### config.mk
export PLATFORM = sky130hd
export DESIGN_NAME = cdt_timer
export DESIGN_NICKNAME = d
export VERILOG_FILES = /design/src/rtl/cdt_pkg.sv /design/src/rtl/cdt_counter.sv /design/src/rtl/cdt_ctrl.sv /design/src/rtl/cdt_outmux.sv /design/src/rtl/cdt_timer.sv
export SDC_FILE = /design/constraint.sdc
export NUM_CORES = 1
export LEC_CHECK = 0
export ABC_AREA = 1
export BUFFER_PORTS_ARGS = -buffer_cell sky130_fd_sc_hd__buf_2
export CAP_MARGIN = 20
export CORE_ASPECT_RATIO = 1.1
export CORE_MARGIN = 4
export CORE_UTILIZATION = 55
export DETAILED_ROUTE_END_ITERATION = 10
export GPL_ROUTABILITY_DRIVEN = 0
export PLACE_DENSITY = 0.87
export SYNTH_ARGS = -nofsm -noshare
export SYNTH_HDL_FRONTEND = slang
export SYNTH_SLANG_ARGS = --single-unit
export TNS_END_PERCENT = 1
### constraint.sdc
create_clock -name clk -period 1.7 [get_ports clk]
set_input_delay 0.255 -clock clk [delete_from_list [all_inputs] [get_ports clk]]
set_output_delay 0.255 -clock clk [all_outputs]
set_load 0.02 [all_outputs]
### src/rtl/cdt_pkg.sv
package cdt_pkg;
    localparam int ADDR_W = 2;

    localparam logic [ADDR_W-1:0] A_BACKUP = 2'd0;
    localparam logic [ADDR_W-1:0] A_CTLA   = 2'd1;
    localparam logic [ADDR_W-1:0] A_COUNT  = 2'd2;
    localparam logic [ADDR_W-1:0] A_CTLB   = 2'd3;

    // control A bit positions
    localparam int CA_IRQ_EN = 7;
    localparam int CA_CLR    = 6;
    localparam int CA_RELOAD = 4;
    localparam int CA_CNT_EN = 3;

    // control B bit positions
    localparam int CB_DONE   = 3;
    localparam int CB_RELOAD = 2;
    localparam int CB_ZERO   = 0;

    typedef struct packed {
        logic irq_en;
        logic clr_done;
        logic reload_en;
        logic count_en;
        logic done;
        logic reloaded;
    } cdt_ctl_t;
endpackage

### src/rtl/cdt_counter.sv
module cdt_counter #(
    parameter int DW = 8
) (
    input  logic          clk,
    input  logic          rst_n,
    input  logic          tick_i,
    input  logic          count_en_i,
    input  logic          reload_en_i,
    input  logic          done_i,
    input  logic [DW-1:0] backup_i,
    input  logic          cnt_wr_i,
    input  logic [DW-1:0] cnt_wdata_i,
    output logic [DW-1:0] cnt_o,
    output logic          expire_o,
    output logic          reload_o
);
    localparam logic [DW-1:0] ONE = DW'(1);

    typedef struct packed {
        logic [DW-1:0] cnt;
    } cnt_state_t;

    cnt_state_t s_d, s_q;
    logic       inhibit;
    logic       step;

    always_comb begin
        s_d      = s_q;
        expire_o = 1'b0;
        reload_o = 1'b0;
        // one-shot mode: a latched done flag blocks even the first step
        inhibit  = ~reload_en_i & done_i;
        step     = tick_i & count_en_i & ~inhibit;
        if (cnt_wr_i) begin
            s_d.cnt = cnt_wdata_i;
        end else if (step) begin
            if (s_q.cnt == '0) begin
                if (reload_en_i) begin
                    s_d.cnt  = backup_i;
                    reload_o = 1'b1;
                end else begin
                    expire_o = 1'b1;
                end
            end else begin
                s_d.cnt = s_q.cnt - ONE;
                if (s_q.cnt == ONE) begin
                    expire_o = 1'b1;
                end
            end
        end
    end

    always_ff @(posedge clk) begin
        if (!rst_n) s_q <= '0;
        else        s_q <= s_d;
    end

    assign cnt_o = s_q.cnt;
endmodule

### src/rtl/cdt_ctrl.sv
module cdt_ctrl
    import cdt_pkg::*;
#(
    parameter int DW = 8
) (
    input  logic          clk,
    input  logic          rst_n,
    input  logic          wr_bkp_i,
    input  logic          wr_cta_i,
    input  logic          wr_ctb_i,
    input  logic [DW-1:0] wdata_i,
    input  logic          a_irq_en_i,
    input  logic          a_clr_i,
    input  logic          a_reload_i,
    input  logic          a_cnt_en_i,
    input  logic          b_done_i,
    input  logic          b_reloaded_i,
    input  logic          expire_i,
    input  logic          reload_evt_i,
    output cdt_ctl_t      ctl_o,
    output logic [DW-1:0] backup_o
);
    typedef struct packed {
        cdt_ctl_t      c;
        logic [DW-1:0] backup;
    } ctl_state_t;

    ctl_state_t s_d, s_q;

    always_comb begin
        s_d = s_q;
        if (wr_bkp_i) s_d.backup = wdata_i;
        if (wr_cta_i) begin
            s_d.c.irq_en    = a_irq_en_i;
            s_d.c.clr_done  = a_clr_i;
            s_d.c.reload_en = a_reload_i;
            s_d.c.count_en  = a_cnt_en_i;
        end
        if (wr_ctb_i) begin
            s_d.c.done     = s_q.c.done & b_done_i;
            s_d.c.reloaded = s_q.c.reloaded & b_reloaded_i;
        end
        if (reload_evt_i) s_d.c.reloaded = 1'b1;
        if (expire_i)     s_d.c.done     = 1'b1;
        // level reset-done, effective from the write that raises it
        if (s_d.c.clr_done) s_d.c.done = 1'b0;
    end

    always_ff @(posedge clk) begin
        if (!rst_n) s_q <= '0;
        else        s_q <= s_d;
    end

    assign ctl_o    = s_q.c;
    assign backup_o = s_q.backup;
endmodule

### src/rtl/cdt_outmux.sv
module cdt_outmux
    import cdt_pkg::*;
#(
    parameter int DW = 8
) (
    input  logic [ADDR_W-1:0] addr_i,
    input  cdt_ctl_t          ctl_i,
    input  logic [DW-1:0]     backup_i,
    input  logic [DW-1:0]     cnt_i,
    output logic [DW-1:0]     rdata_o,
    output logic              irq_o
);
    logic       zero;
    logic [7:0] ctla_byte;
    logic [7:0] ctlb_byte;

    always_comb begin
        zero      = (cnt_i == '0);
        ctla_byte = '0;
        ctla_byte[CA_IRQ_EN] = ctl_i.irq_en;
        ctla_byte[CA_CLR]    = ctl_i.clr_done;
        ctla_byte[CA_RELOAD] = ctl_i.reload_en;
        ctla_byte[CA_CNT_EN] = ctl_i.count_en;
        ctlb_byte = '0;
        ctlb_byte[CB_DONE]   = ctl_i.done;
        ctlb_byte[CB_RELOAD] = ctl_i.reloaded;
        ctlb_byte[CB_ZERO]   = zero;
        unique case (addr_i)
            A_BACKUP: rdata_o = backup_i;
            A_CTLA:   rdata_o = DW'(ctla_byte);
            A_COUNT:  rdata_o = cnt_i;
            default:  rdata_o = DW'(ctlb_byte);
        endcase
        irq_o = ctl_i.irq_en &
                (ctl_i.done | (ctl_i.clr_done & ~ctl_i.reload_en & zero));
    end
endmodule

### src/rtl/cdt_timer.sv
module cdt_timer
    import cdt_pkg::*;
#(
    parameter int DW = 8
) (
    input  logic              clk,
    input  logic              rst_n,
    input  logic              tick_i,
    input  logic              wr_en_i,
    input  logic [ADDR_W-1:0] addr_i,
    input  logic [DW-1:0]     wdata_i,
    output logic [DW-1:0]     rdata_o,
    output logic              irq_o
);
    logic          wr_bkp, wr_cta, wr_cnt, wr_ctb;
    logic          expire, reload_evt;
    logic [DW-1:0] cnt, backup;
    cdt_ctl_t      ctl;

    always_comb begin
        wr_bkp = wr_en_i && (addr_i == A_BACKUP);
        wr_cta = wr_en_i && (addr_i == A_CTLA);
        wr_cnt = wr_en_i && (addr_i == A_COUNT);
        wr_ctb = wr_en_i && (addr_i == A_CTLB);
    end

    cdt_ctrl #(.DW(DW)) u_ctrl (
        .clk          (clk),
        .rst_n        (rst_n),
        .wr_bkp_i     (wr_bkp),
        .wr_cta_i     (wr_cta),
        .wr_ctb_i     (wr_ctb),
        .wdata_i      (wdata_i),
        .a_irq_en_i   (wdata_i[CA_IRQ_EN]),
        .a_clr_i      (wdata_i[CA_CLR]),
        .a_reload_i   (wdata_i[CA_RELOAD]),
        .a_cnt_en_i   (wdata_i[CA_CNT_EN]),
        .b_done_i     (wdata_i[CB_DONE]),
        .b_reloaded_i (wdata_i[CB_RELOAD]),
        .expire_i     (expire),
        .reload_evt_i (reload_evt),
        .ctl_o        (ctl),
        .backup_o     (backup)
    );

    cdt_counter #(.DW(DW)) u_cnt (
        .clk         (clk),
        .rst_n       (rst_n),
        .tick_i      (tick_i),
        .count_en_i  (ctl.count_en),
        .reload_en_i (ctl.reload_en),
        .done_i      (ctl.done),
        .backup_i    (backup),
        .cnt_wr_i    (wr_cnt),
        .cnt_wdata_i (wdata_i),
        .cnt_o       (cnt),
        .expire_o    (expire),
        .reload_o    (reload_evt)
    );

    cdt_outmux #(.DW(DW)) u_out (
        .addr_i   (addr_i),
        .ctl_i    (ctl),
        .backup_i (backup),
        .cnt_i    (cnt),
        .rdata_o  (rdata_o),
        .irq_o    (irq_o)
    );
endmodule

==> results of run 1 <==
-- layout by cell type (no fill, tap or decap), drive strengths merged --
master	synthesis	routed
xor2	2	2
nand3	9	9
mux2i	1	1
nor3	1	1
clkbuf	1	3
o221ai	4	4
nor2	26	26
ha	2	2
and2	1	1
o21ai	17	17
o22ai	1	1
clkinv	1	1
inv	28	28
a31oi	2	2
o211ai	3	3
buf	1	33
bufinv	0	1
o2111ai	1	1
a21oi	23	23
dfxtp	22	22
nand2	63	63
-- layer usage --
metal	up-vias	GRT usage	wire [um]
li1	753	-	-
met1	681	0.313	1660
met2	58	0.441	1900
met3	12	0.0281	268
met4	0	0.0868	112
met5	-	0	0
-- worst max path at each step --
stage          cells past startpoint    endpoint            from  slack (ns)
3_5_place_dp                       7  rdata_o[0]  u_cnt.cnt_o[0]        0.07
5_1_grt                            7       irq_o  u_cnt.cnt_o[0]       -0.12
3_3_place_gp                       7       irq_o  u_cnt.cnt_o[0]        0.15
4_1_cts                            7  rdata_o[0]  u_cnt.cnt_o[1]      -0.009
2_1_floorplan                      6  rdata_o[0]  u_cnt.cnt_o[0]        0.08
6_report                           7  rdata_o[0]  u_cnt.cnt_o[0]       -0.05
-- logic make-up after synthesis --
logic type	synth area share
buffers and inverters	0.0875
and+or+nand+nor	0.331
DFF	0.324
AOI/OAI and AO/OA	0.218
adders and majority gates	0.0184
muxes	0.00737
xor gates and xnor gates	0.0129
-- power by group --
| group | switching [mW] | leakage [nW] | internal, mW |
|---|---|---|---|
| Sequential | 0.0231 | 0.183 | 0.543 |
| Combinational | 0.285 | 0.603 | 0.186 |
| Clock | 0.180 | 0.0279 | 0.239 |
-- cell type report --
| cell class | count | area, um2 | share of cell area |
|---|---|---|---|
| inverters | 29 | 109 | 0.0639 |
| well taps | 30 | 37.5 | 0.0220 |
| multi-input cells | 156 | 858 | 0.504 |
| clock buffers | 3 | 22.5 | 0.0132 |
| clock inverters | 1 | 30.0 | 0.0176 |
| repair buffers | 33 | 198 | 0.116 |
| flip-flops and latches | 22 | 449 | 0.264 |
-- registers in the layout (all words and copies together), names as in the netlist --
register and cells:
u_ctrl.backup_o 8, u_cnt.cnt_o 8, u_ctrl.ctl_o 6
-- Yosys cell counts --
| cell | count | area [um2] |
|---|---|---|
| sky130_fd_sc_hd__nor2_2 | 3 | 18.8 |
| sky130_fd_sc_hd__o21ai_1 | 8 | 40.0 |
| sky130_fd_sc_hd__nor2_4 | 1 | 11.3 |
| sky130_fd_sc_hd__inv_1 | 25 | 93.8 |
| sky130_fd_sc_hd__nor2_1 | 21 | 78.8 |
| sky130_fd_sc_hd__nand2_4 | 2 | 22.5 |
| sky130_fd_sc_hd__a21oi_1 | 22 | 110 |
| sky130_fd_sc_hd__a21oi_4 | 1 | 16.3 |
| sky130_fd_sc_hd__nand2_1 | 58 | 218 |
| sky130_fd_sc_hd__buf_2 | 1 | 5.00 |
| sky130_fd_sc_hd__o22ai_1 | 1 | 6.26 |
| sky130_fd_sc_hd__ha_1 | 2 | 25.0 |
| sky130_fd_sc_hd__nand3_1 | 8 | 40.0 |
| sky130_fd_sc_hd__o211ai_1 | 3 | 22.5 |
| sky130_fd_sc_hd__nor2_8 | 1 | 20.0 |
| sky130_fd_sc_hd__clkinv_1 | 1 | 3.75 |
| sky130_fd_sc_hd__nand2_2 | 3 | 18.8 |
| sky130_fd_sc_hd__clkbuf_2 | 1 | 5.00 |
| sky130_fd_sc_hd__nand3_2 | 1 | 10.0 |
| sky130_fd_sc_hd__o2111ai_1 | 1 | 8.76 |
| sky130_fd_sc_hd__dfxtp_1 | 22 | 440 |
| sky130_fd_sc_hd__and2_1 | 1 | 6.26 |
| sky130_fd_sc_hd__mux2i_1 | 1 | 10.0 |
| sky130_fd_sc_hd__xor2_1 | 2 | 17.5 |
| sky130_fd_sc_hd__inv_2 | 3 | 11.3 |
| sky130_fd_sc_hd__o221ai_1 | 4 | 35.0 |
| sky130_fd_sc_hd__a31oi_1 | 2 | 12.5 |
| sky130_fd_sc_hd__nor3_1 | 1 | 5.00 |
| sky130_fd_sc_hd__o21ai_0 | 9 | 45.0 |
-- critical path, stage by stage (launching register included) --
cell                       delay, ns
sky130_fd_sc_hd__dfxtp_2        0.36
sky130_fd_sc_hd__inv_2          0.08
sky130_fd_sc_hd__ha_4           0.18
sky130_fd_sc_hd__nand2_2        0.09
sky130_fd_sc_hd__nor2_4         0.10
sky130_fd_sc_hd__nand2_2        0.07
sky130_fd_sc_hd__o221ai_2       0.13
sky130_fd_sc_hd__buf_4          0.17
-- what timing repair did --
item                                    in CTS  in global routing
gates resized for setup                     20                  5
setup buffers                                4                  2
pin swaps                                    5                  4
hold buffers                                 0                  0
endpoints found under the setup margin       2                  3
==> impl_metrics.toml, run 1 <==
[outcome]
run_status = "finished with violations"
failing_checks = "negative setup slack"

[global_routing]
grt_antenna_before_repair = 0
grt_max_degree = 15
grt_pass1_vias = 1387
grt_usage = 0.248
first_pass_grt_wire_length_um = 6430
global_route.overflow_total = 0

[clock_network]
h-tree-depth = 1
clkLatencyLatePin_ns = 0.33
clock_tree_root_buffer_cell = "sky130_fd_sc_hd__clkbuf_4"
cts_num_sinks = 22
total_cts_buffers = 3
cts_tree = "yes"
cts_max_path_buffers = 2
clkTransAtPathRegs_ns = 0.13

[yosys]
ys.warnings.count = 0
yosysSeqAreaShare = 0.324
netlist_area_um2 = 1360
syn_area_per_cell_um2 = 6.50
synthesis.nets = 225
synthesized_netlist_cell_count = 209
synth.lib_cells_used.distinct = 29
synth_seq_cells = 22

[sta]
min_period_ns = 1.75
final_max_tran_viols = 0
fin_crit_sh = 1.03
number_of_hold_violations_in_the_final_report = 0
setup_total_negative_slack_ns = -0.0813
setup-violations-final = 2
timing_worst_slew_pin_value_ns = 0.453
tightest_hold_margin_ns = 0.181
rsz0062_at_grt = "true"
achievable-frequency_mhz = 573
max-slew-margin-rel = 0.697
final.setup.worst_slack_ns = -0.0461
fin_worst_skew_ns = 0.0114

[place]
place.detailed.instances = 264
final_hpwl_from_detailed_placement_um = 2740
buffer_ports.inserted = 22
placement.setup.worst_slack_ns = 0.0722
dpl_cell_area_um2 = 1530

[floorplan]
core_um2 = 2300
initial_core_util = 0.591
ios = 23
die-width_um = 55.4
rows = 18
die_height_um = 60.1
floorplan_die_area_um2 = 3330

[critical_path]
critical_path_peak_fanout = 3
kind_of_critical_path = "flop to output pin"
r2r_start = "u_cnt.cnt_o[0]"
timing.critical_path.from_type = "flop"
r2r_end = "u_cnt.cnt_o[1]"
reg2reg_setup_slack_ns = 0.10
worst_ep_arrival_time_ns = 1.49
end_kind = "output pin"
r2r.worst_path.cells = 11
cp.required_ns = 1.44

[layout]
synthToLayoutAreaGrowth_pct = 25.5
final.fill_count = 202
utilization = 0.742
insertedDiodeCount = 0
layoutNonFillerInstCount = 274
design.final.nets = 261
drive_above_1_share = 0.283
postLayoutCellArea_um2 = 1700

[routing]
detail_route.vias_per_cell = 5.49
total_number_of_vias = 1504
route.detailed.wl_per_inst_um = 14.4
detail-route-antenna-nets = 0
drt_iter0_drc = 97
firstDrtPassIters = 4
route.final.wire_length_um = 3940
detail_route.drc_violations = 0

[min_path]
min_path_type = "input port to flop"
hold_path_end = "u_ctrl.backup_o[1]"
hp-start = "wdata_i[1]"
hold_path_depth = 3

[power]
post-layout-total-power_mw = 1.45
cellPowerDensity_nw_per_um2 = 854
p_leak_nw = 0.813
max-vdd-ir-drop_uv = 994

[run]
max-cap-violations = 0
Power figures use the tool's default switching activity.
==> run 2, diff against run 1 <==
--- a/config.mk
+++ b/config.mk
@@ -5,15 +5,13 @@
 export SDC_FILE = /design/constraint.sdc
 export NUM_CORES = 1
 export LEC_CHECK = 0
-export ABC_AREA = 1
 export BUFFER_PORTS_ARGS = -buffer_cell sky130_fd_sc_hd__buf_2
 export CAP_MARGIN = 20
 export CORE_ASPECT_RATIO = 1.1
 export CORE_MARGIN = 4
-export CORE_UTILIZATION = 55
+export CORE_UTILIZATION = 56
 export DETAILED_ROUTE_END_ITERATION = 10
-export GPL_ROUTABILITY_DRIVEN = 0
-export PLACE_DENSITY = 0.87
+export PLACE_DENSITY = 0.88
 export SYNTH_ARGS = -nofsm -noshare
 export SYNTH_HDL_FRONTEND = slang
 export SYNTH_SLANG_ARGS = --single-unit
==> run 2 against run 1 <==
  * The flow still finishes with violations (negative setup slack)
  * Register-to-register slack got worse by 0.22 ns
  * Synthesized cell count fell by 15%
  * Core utilization rose by 2.8 points
  * Hold slack got worse by 0.0048 ns
  * Fmax fell by 9.2%
  * Largest cell class unchanged
  * Largest power group unchanged
==> impl_metrics.toml, run 2 <==
[outcome]
run_status = "finished with violations"
failing_checks = "negative setup slack"

[layout]
layout.cells.most_common = "sky130_fd_sc_hd__buf_4"
insertedDiodeCount = 0
drive_above_1_share = 0.387
postLayoutCellArea_um2 = 1900
synthToLayoutAreaGrowth_pct = 31.8
final.fill_count = 203
mostFrequentLayoutCells = "sky130_fd_sc_hd__buf_4 (36), sky130_fd_sc_hd__nor2_1 (24), sky130_fd_sc_hd__buf_2 (20)"
design.final.nets = 243

[critical_path]
critical_path_peak_fanout = 3
cp.required_ns = 1.44
timing.critical_path.from_type = "flop"
kind_of_critical_path = "flop to output pin"
end_kind = "output pin"
r2r_start = "u_cnt.cnt_o[0]"
crit_path_start = "u_cnt.cnt_o[1]"
worst_ep_arrival_time_ns = 1.67

[power]
cellPowerDensity_nw_per_um2 = 669
max-vdd-ir-drop_uv = 674
seqPwrFrac = 0.439
power.net_switching_uw = 424
switching_share = 0.333
share_comb_of_total_power = 0.368
power_frac_clock = 0.193
p_int_uw = 849
p_leak_nw = 0.815

[floorplan]
floorplan_die_area_um2 = 3460
initial_core_util = 0.585
core_um2 = 2470
ios = 23
die_height_um = 61.3
die-width_um = 56.4
rows = 19

[yosys]
synthDominantCellAreaShare = 0.305
syn_area_per_cell_um2 = 8.16
synthesized_netlist_cell_count = 177
postSynth.topFlopCell = "sky130_fd_sc_hd__dfxtp_1"
synth.lib_cells_used.distinct = 50
synthesis.nets = 193
synth.cells.most_frequent = "sky130_fd_sc_hd__nor2_1 (24), sky130_fd_sc_hd__dfxtp_1 (22), sky130_fd_sc_hd__mux2i_1 (16)"
synth_seq_cells = 22
netlist_area_um2 = 1450
synth_edf_count = 0
synth_most_common_cell = "sky130_fd_sc_hd__nor2_1"
netlist_top_cells_area = "sky130_fd_sc_hd__dfxtp_1 (30%), sky130_fd_sc_hd__mux2i_1 (11%), sky130_fd_sc_hd__nor2_1 (6.2%)"
asyncSetResetFlopFracSynth = 0
synth_top_cell_by_area = "sky130_fd_sc_hd__dfxtp_1"
ys.warnings.count = 0
yosysSeqAreaShare = 0.305

[place]
buffer_ports.inserted = 22
gpl.final_weighted_congestion = 0.953
dpl_cell_area_um2 = 1770
placement.setup.worst_slack_ns = -0.116
final_hpwl_from_detailed_placement_um = 3410

[run]
max-cap-violations = 0

[clock_network]
clock_tree_root_buffer_cell = "sky130_fd_sc_hd__clkbuf_4"
total_cts_buffers = 3
cts_max_path_buffers = 2
cts_tree = "yes"
cts_num_sinks = 22
h-tree-depth = 1
clkTransAtPathRegs_ns = 0.13
clkLatencyLatePin_ns = 0.32
ctsHoldBuffers = 0

[global_routing]
grt_usage = 0.272
grt_pass1_vias = 1529
global_route.overflow_total = 0
grt_max_degree = 19
first_pass_grt_wire_length_um = 7260
grt_antenna_before_repair = 0

[sta]
final.setup.worst_slack_ns = -0.223
timing_worst_slew_pin_value_ns = 0.384
rsz0062_at_grt = "true"
fin_worst_skew_ns = 0.0105
final_max_tran_viols = 0
min_period_ns = 1.92
fin_crit_sh = 1.13
number_of_hold_violations_in_the_final_report = 0
setup-violations-final = 12
max-slew-margin-rel = 0.744
achievable-frequency_mhz = 520

[routing]
detail-route-antenna-nets = 0
firstDrtPassIters = 4
detail_route.drc_violations = 0
route.final.wire_length_um = 4430
route.detailed.wl_per_inst_um = 17.3
detail_route.vias_per_cell = 6.30
total_number_of_vias = 1612
drt_iter0_drc = 80

[min_path]
min_path_type = "input port to flop"
hp-start = "wdata_i[5]"
-- run 2: changes by cell type after synthesis, moves of 4 or more --
cell / previous run / this run
sky130_fd_sc_hd__o21ai_1: 8 / 0
sky130_fd_sc_hd__o221ai_1: 4 / 0
sky130_fd_sc_hd__inv_1: 25 / 4
sky130_fd_sc_hd__nand2_1: 58 / 14
sky130_fd_sc_hd__a21oi_1: 22 / 10
sky130_fd_sc_hd__clkbuf_1: 0 / 5
sky130_fd_sc_hd__mux2i_1: 1 / 16
-- run 2: timing repair --
item | in CTS | in global routing
pin swaps | 3 | 3
gates resized for setup | 14 | 6
endpoints found under the setup margin | 12 | 13
buffers inserted | 4 | 3
-- run 2: layout make-up --
| type | count | area (um2) | share of cell area |
|---|---|---|---|
| sequential | 22 | 449 | 0.236 |
| clock buffer | 3 | 22.5 | 0.0118 |
| multi-input combinational | 138 | 993 | 0.522 |
| inverter | 5 | 18.8 | 0.00986 |
| timing repair buffer | 57 | 382 | 0.200 |
| tap | 31 | 38.8 | 0.0204 |
-- run 2: metal layers --
layer  share of wire  up-vias  track usage  wire (um)
met5               0        -            0          0
met4           0.020        0       0.0746         90
met3           0.082       16       0.0335        363
met2            0.49       88        0.479       2180
met1            0.40      753        0.356       1790
li1                -      755            -          -
-- run 2: logic make-up after synthesis --
group,count (synthesis),share of synthesized area
AND/OR/NAND/NOR,76,0.287
adder cells (fa/ha/maj),2,0.0173
flip-flops,22,0.305
buffers and inverters,17,0.0554
multiplexers,17,0.126
AO/OA/AOI/OAI,43,0.210
-- run 2: final timing paths --
check	end	slack, ns	depth (start not counted)
setup / recovery	rdata_o[0]	-0.22	8
hold / removal	u_ctrl.backup_o[5]	0.18	3
setup reg to reg	u_cnt.cnt_o[7]	-0.12	5
hold reg to reg	u_ctrl.ctl_o[0]	0.50	2
-- run 2: power by group through the flow --
| stage | clock [mW] | sequential [mW] | combinational, mW |
|---|---|---|---|
| floorplan | 0 | 0.559 | 0.241 |
| global placement | 0 | 0.567 | 0.385 |
| detailed placement | 0 | 0.568 | 0.398 |
| CTS | 0.243 | 0.557 | 0.430 |
| global route | 0.271 | 0.562 | 0.502 |
| finish | 0.246 | 0.559 | 0.469 |
-- run 2: stage by stage --
stage	hold WS, ns	total power, mW	setup TNS [ns]	std cells	utilization
finish	0.176	1.27	-1.06	256	0.770
global route	0.202	1.34	-1.83	256	0.770
detailed placement	0.475	0.966	-0.315	246	0.715
CTS	0.188	1.23	-0.690	253	0.748
floorplan	0.371	0.801	-0.0717	177	-
global placement	0.467	0.952	-0.0615	246	0.715
-- run 2: worst max-delay path, stage by stage (launching register included) --
cell,delay [ns]
sky130_fd_sc_hd__dfxtp_2,0.34
sky130_fd_sc_hd__inv_2,0.07
sky130_fd_sc_hd__ha_4,0.14
sky130_fd_sc_hd__nor3b_4,0.22
sky130_fd_sc_hd__buf_4,0.16
sky130_fd_sc_hd__nand3_2,0.06
sky130_fd_sc_hd__o21ai_1,0.08
sky130_fd_sc_hd__a22o_1,0.16
sky130_fd_sc_hd__buf_6,0.12
==> run 3, diff against run 2 <==
--- a/config.mk
+++ b/config.mk
@@ -8,7 +8,6 @@
 export BUFFER_PORTS_ARGS = -buffer_cell sky130_fd_sc_hd__buf_2
 export CAP_MARGIN = 20
 export CORE_ASPECT_RATIO = 1.1
-export CORE_MARGIN = 4
 export CORE_UTILIZATION = 56
 export DETAILED_ROUTE_END_ITERATION = 10
 export PLACE_DENSITY = 0.88
==> constraint.sdc (replaced) <==
create_clock -name clk -period 1.8 [get_ports clk]
set_input_delay 0.27 -clock clk [delete_from_list [all_inputs] [get_ports clk]]
set_output_delay 0.27 -clock clk [all_outputs]
set_load 0.02 [all_outputs]
==> run 3 against run 2 <==
  * Clock-buffer cell count did not move
  * The run still ends with negative setup slack left
  * Combinational power fell by 8.1%
  * Clock power rose by 63%
  * Via count rose by 15%
  * Die area fell by 19%
  * First-iteration DRC count rose to 3.0 times the previous value
  * Sequential power fell by 4.5%
  * Core utilization rose by 3.1 points
  * Register-to-register slack barely moved
  * Critical path depth fell by 2
  * Non-clock buffer count fell by 7
==> impl_metrics.toml, run 3 (synthesized netlist as in run 2, its figures left out) <==
[sta]
fin_crit_sh = 1.12
fin_worst_skew_ns = 0.00948
achievable-frequency_mhz = 495
setup-violations-final = 8
number_of_hold_violations_in_the_final_report = 0
timing_worst_slew_pin_value_ns = 0.469
final_max_tran_viols = 0
final.setup.worst_slack_ns = -0.220
min_period_ns = 2.02
rsz0062_at_grt = "true"
max-slew-margin-rel = 0.687

[global_routing]
global_route.overflow_total = 0
gr-usage-met2 = 0.676
grt_usage = 0.457
grt_max_degree = 19
grt_met1_use = 0.516
use_met3 = 0.196
global_route.peak_usage_layer = "met2"
first_pass_grt_wire_length_um = 9490
grt_pass1_vias = 1868
grt_antenna_before_repair = 0

[floorplan]
floorplan_die_area_um2 = 2790
die_height_um = 55.3
initial_core_util = 0.617
ios = 23
die-width_um = 50.4
rows = 18
core_um2 = 2340

[critical_path]
end_kind = "output pin"
kind_of_critical_path = "flop to output pin"
reg2reg_setup_slack_ns = -0.13
r2r_end = "u_cnt.cnt_o[4]"
r2r_start = "u_cnt.cnt_o[1]"
timing.critical_path.from_type = "flop"
critical_path_peak_fanout = 2
worst_ep_arrival_time_ns = 1.75
r2r.worst_path.cells = 8
cp.required_ns = 1.53

[power]
seqPwrFrac = 0.391
p_int_uw = 927
post-layout-total-power_mw = 1.37
switching_share = 0.322
max-vdd-ir-drop_uv = 807
power_frac_clock = 0.294
share_comb_of_total_power = 0.315
power.net_switching_uw = 440
p_leak_nw = 0.795
cellPowerDensity_nw_per_um2 = 728

[place]
gpl.final_weighted_congestion = 0.956
place.detailed.instances = 237
placement.setup.worst_slack_ns = -0.111
buffer_ports.inserted = 22
final_hpwl_from_detailed_placement_um = 3350

[layout]
drive_above_1_share = 0.374
insertedDiodeCount = 0
synthToLayoutAreaGrowth_pct = 29.9
design.final.nets = 236
layout.cells.most_common = "sky130_fd_sc_hd__buf_4"
layoutNonFillerInstCount = 249
mostFrequentLayoutCells = "sky130_fd_sc_hd__buf_4 (28), sky130_fd_sc_hd__nor2_1 (24), sky130_fd_sc_hd__buf_2 (20)"

[clock_network]
cts_tree = "yes"
cts_max_path_buffers = 2
clkTransAtPathRegs_ns = 0.14
total_cts_buffers = 3
cts_num_sinks = 22
clock_tree_root_buffer_cell = "sky130_fd_sc_hd__clkbuf_4"
ctsHoldBuffers = 0
clkLatencyLatePin_ns = 0.34
h-tree-depth = 1

[routing]
drt_iter0_drc = 239
detail_route.drc_violations = 0
detail-route-antenna-nets = 0
total_number_of_vias = 1854
route.final.wire_length_um = 5750
route.detailed.wl_per_inst_um = 23.1
detail_route.vias_per_cell = 7.45
firstDrtPassIters = 7

[run]
max-cap-violations = 0

[outcome]
run_status = "finished with violations"
failing_checks = "negative setup slack"

[min_path]
min_path_type = "input port to flop"
hold_path_depth = 3
hold_path_end = "u_ctrl.backup_o[0]"
hp-start = "wdata_i[0]"
==> run 3: worst max-delay path: stages, from the launching register on <==
cell,delay [ns]
sky130_fd_sc_hd__dfxtp_4,0.38
sky130_fd_sc_hd__nor4_4,0.30
sky130_fd_sc_hd__buf_4,0.18
sky130_fd_sc_hd__nand2_2,0.07
sky130_fd_sc_hd__nor3b_2,0.18
sky130_fd_sc_hd__o21a_1,0.17
sky130_fd_sc_hd__buf_6,0.12
==> run 3: worst max path at each step <==
| stage | startpoint | depth (start not counted) | end | slack [ns] |
|---|---|---|---|---|
| finish | u_cnt.cnt_o[4] | 6 | irq_o | -0.22 |
| global route | u_cnt.cnt_o[4] | 6 | irq_o | -0.27 |
| CTS | u_cnt.cnt_o[4] | 6 | irq_o | -0.18 |
| detailed placement | u_cnt.cnt_o[1] | 6 | u_cnt.cnt_o[7] | -0.11 |
| global placement | u_cnt.cnt_o[1] | 6 | u_cnt.cnt_o[7] | 0.04 |
| floorplan | u_cnt.cnt_o[0] | 7 | u_cnt.cnt_o[7] | 0.006 |
==> run 3: routing by layer <==
metal  up-vias  wire (um)
li1        741          -
met1       812       1940
met2       222       2520
met3        79        833
met4         0        454
met5         -          0
==> run 3: stage by stage <==
step / hold WS (ns) / TNS (ns) / instance area (um2) / util
finish: 0.185 / -0.868 / 1880 / 0.801
global route: 0.203 / -1.36 / 1880 / 0.801
CTS: 0.194 / -0.461 / 1870 / 0.796
detailed placement: 0.466 / -0.224 / 1690 / 0.722
global placement: 0.459 / 0 / 1690 / 0.722
floorplan: 0.386 / 0 / 1450 / -
==> run 3: what timing repair did <==
action | 4_1_cts | 5_1_grt
hold endpoints to repair | 0 | 0
buffers inserted | 8 | 0
resized for setup | 21 | 5
pin swaps | 5 | 2
endpoints found under the setup margin | 7 | 12
==> run 3: area by class of cell <==
type,count,area (um2)
Sequential cell,22,452
Inverter,5,18.8
Clock inverter,1,30.0
Fill cell,127,465
Multi-Input combinational cell,138,983
Clock buffer,3,22.5
Timing Repair Buffer,50,333
Tap cell,30,37.5
==> run 3: power groups by stage <==
| stage | Sequential (mW) | Combinational [mW] | Clock [mW] |
|---|---|---|---|
| 5_1_grt | 0.535 | 0.448 | 0.422 |
| 3_3_place_gp | 0.539 | 0.319 | 0 |
| 2_1_floorplan | 0.528 | 0.218 | 0 |
| 3_5_place_dp | 0.541 | 0.334 | 0 |
| 6_report | 0.534 | 0.431 | 0.402 |
| 4_1_cts | 0.530 | 0.394 | 0.399 |
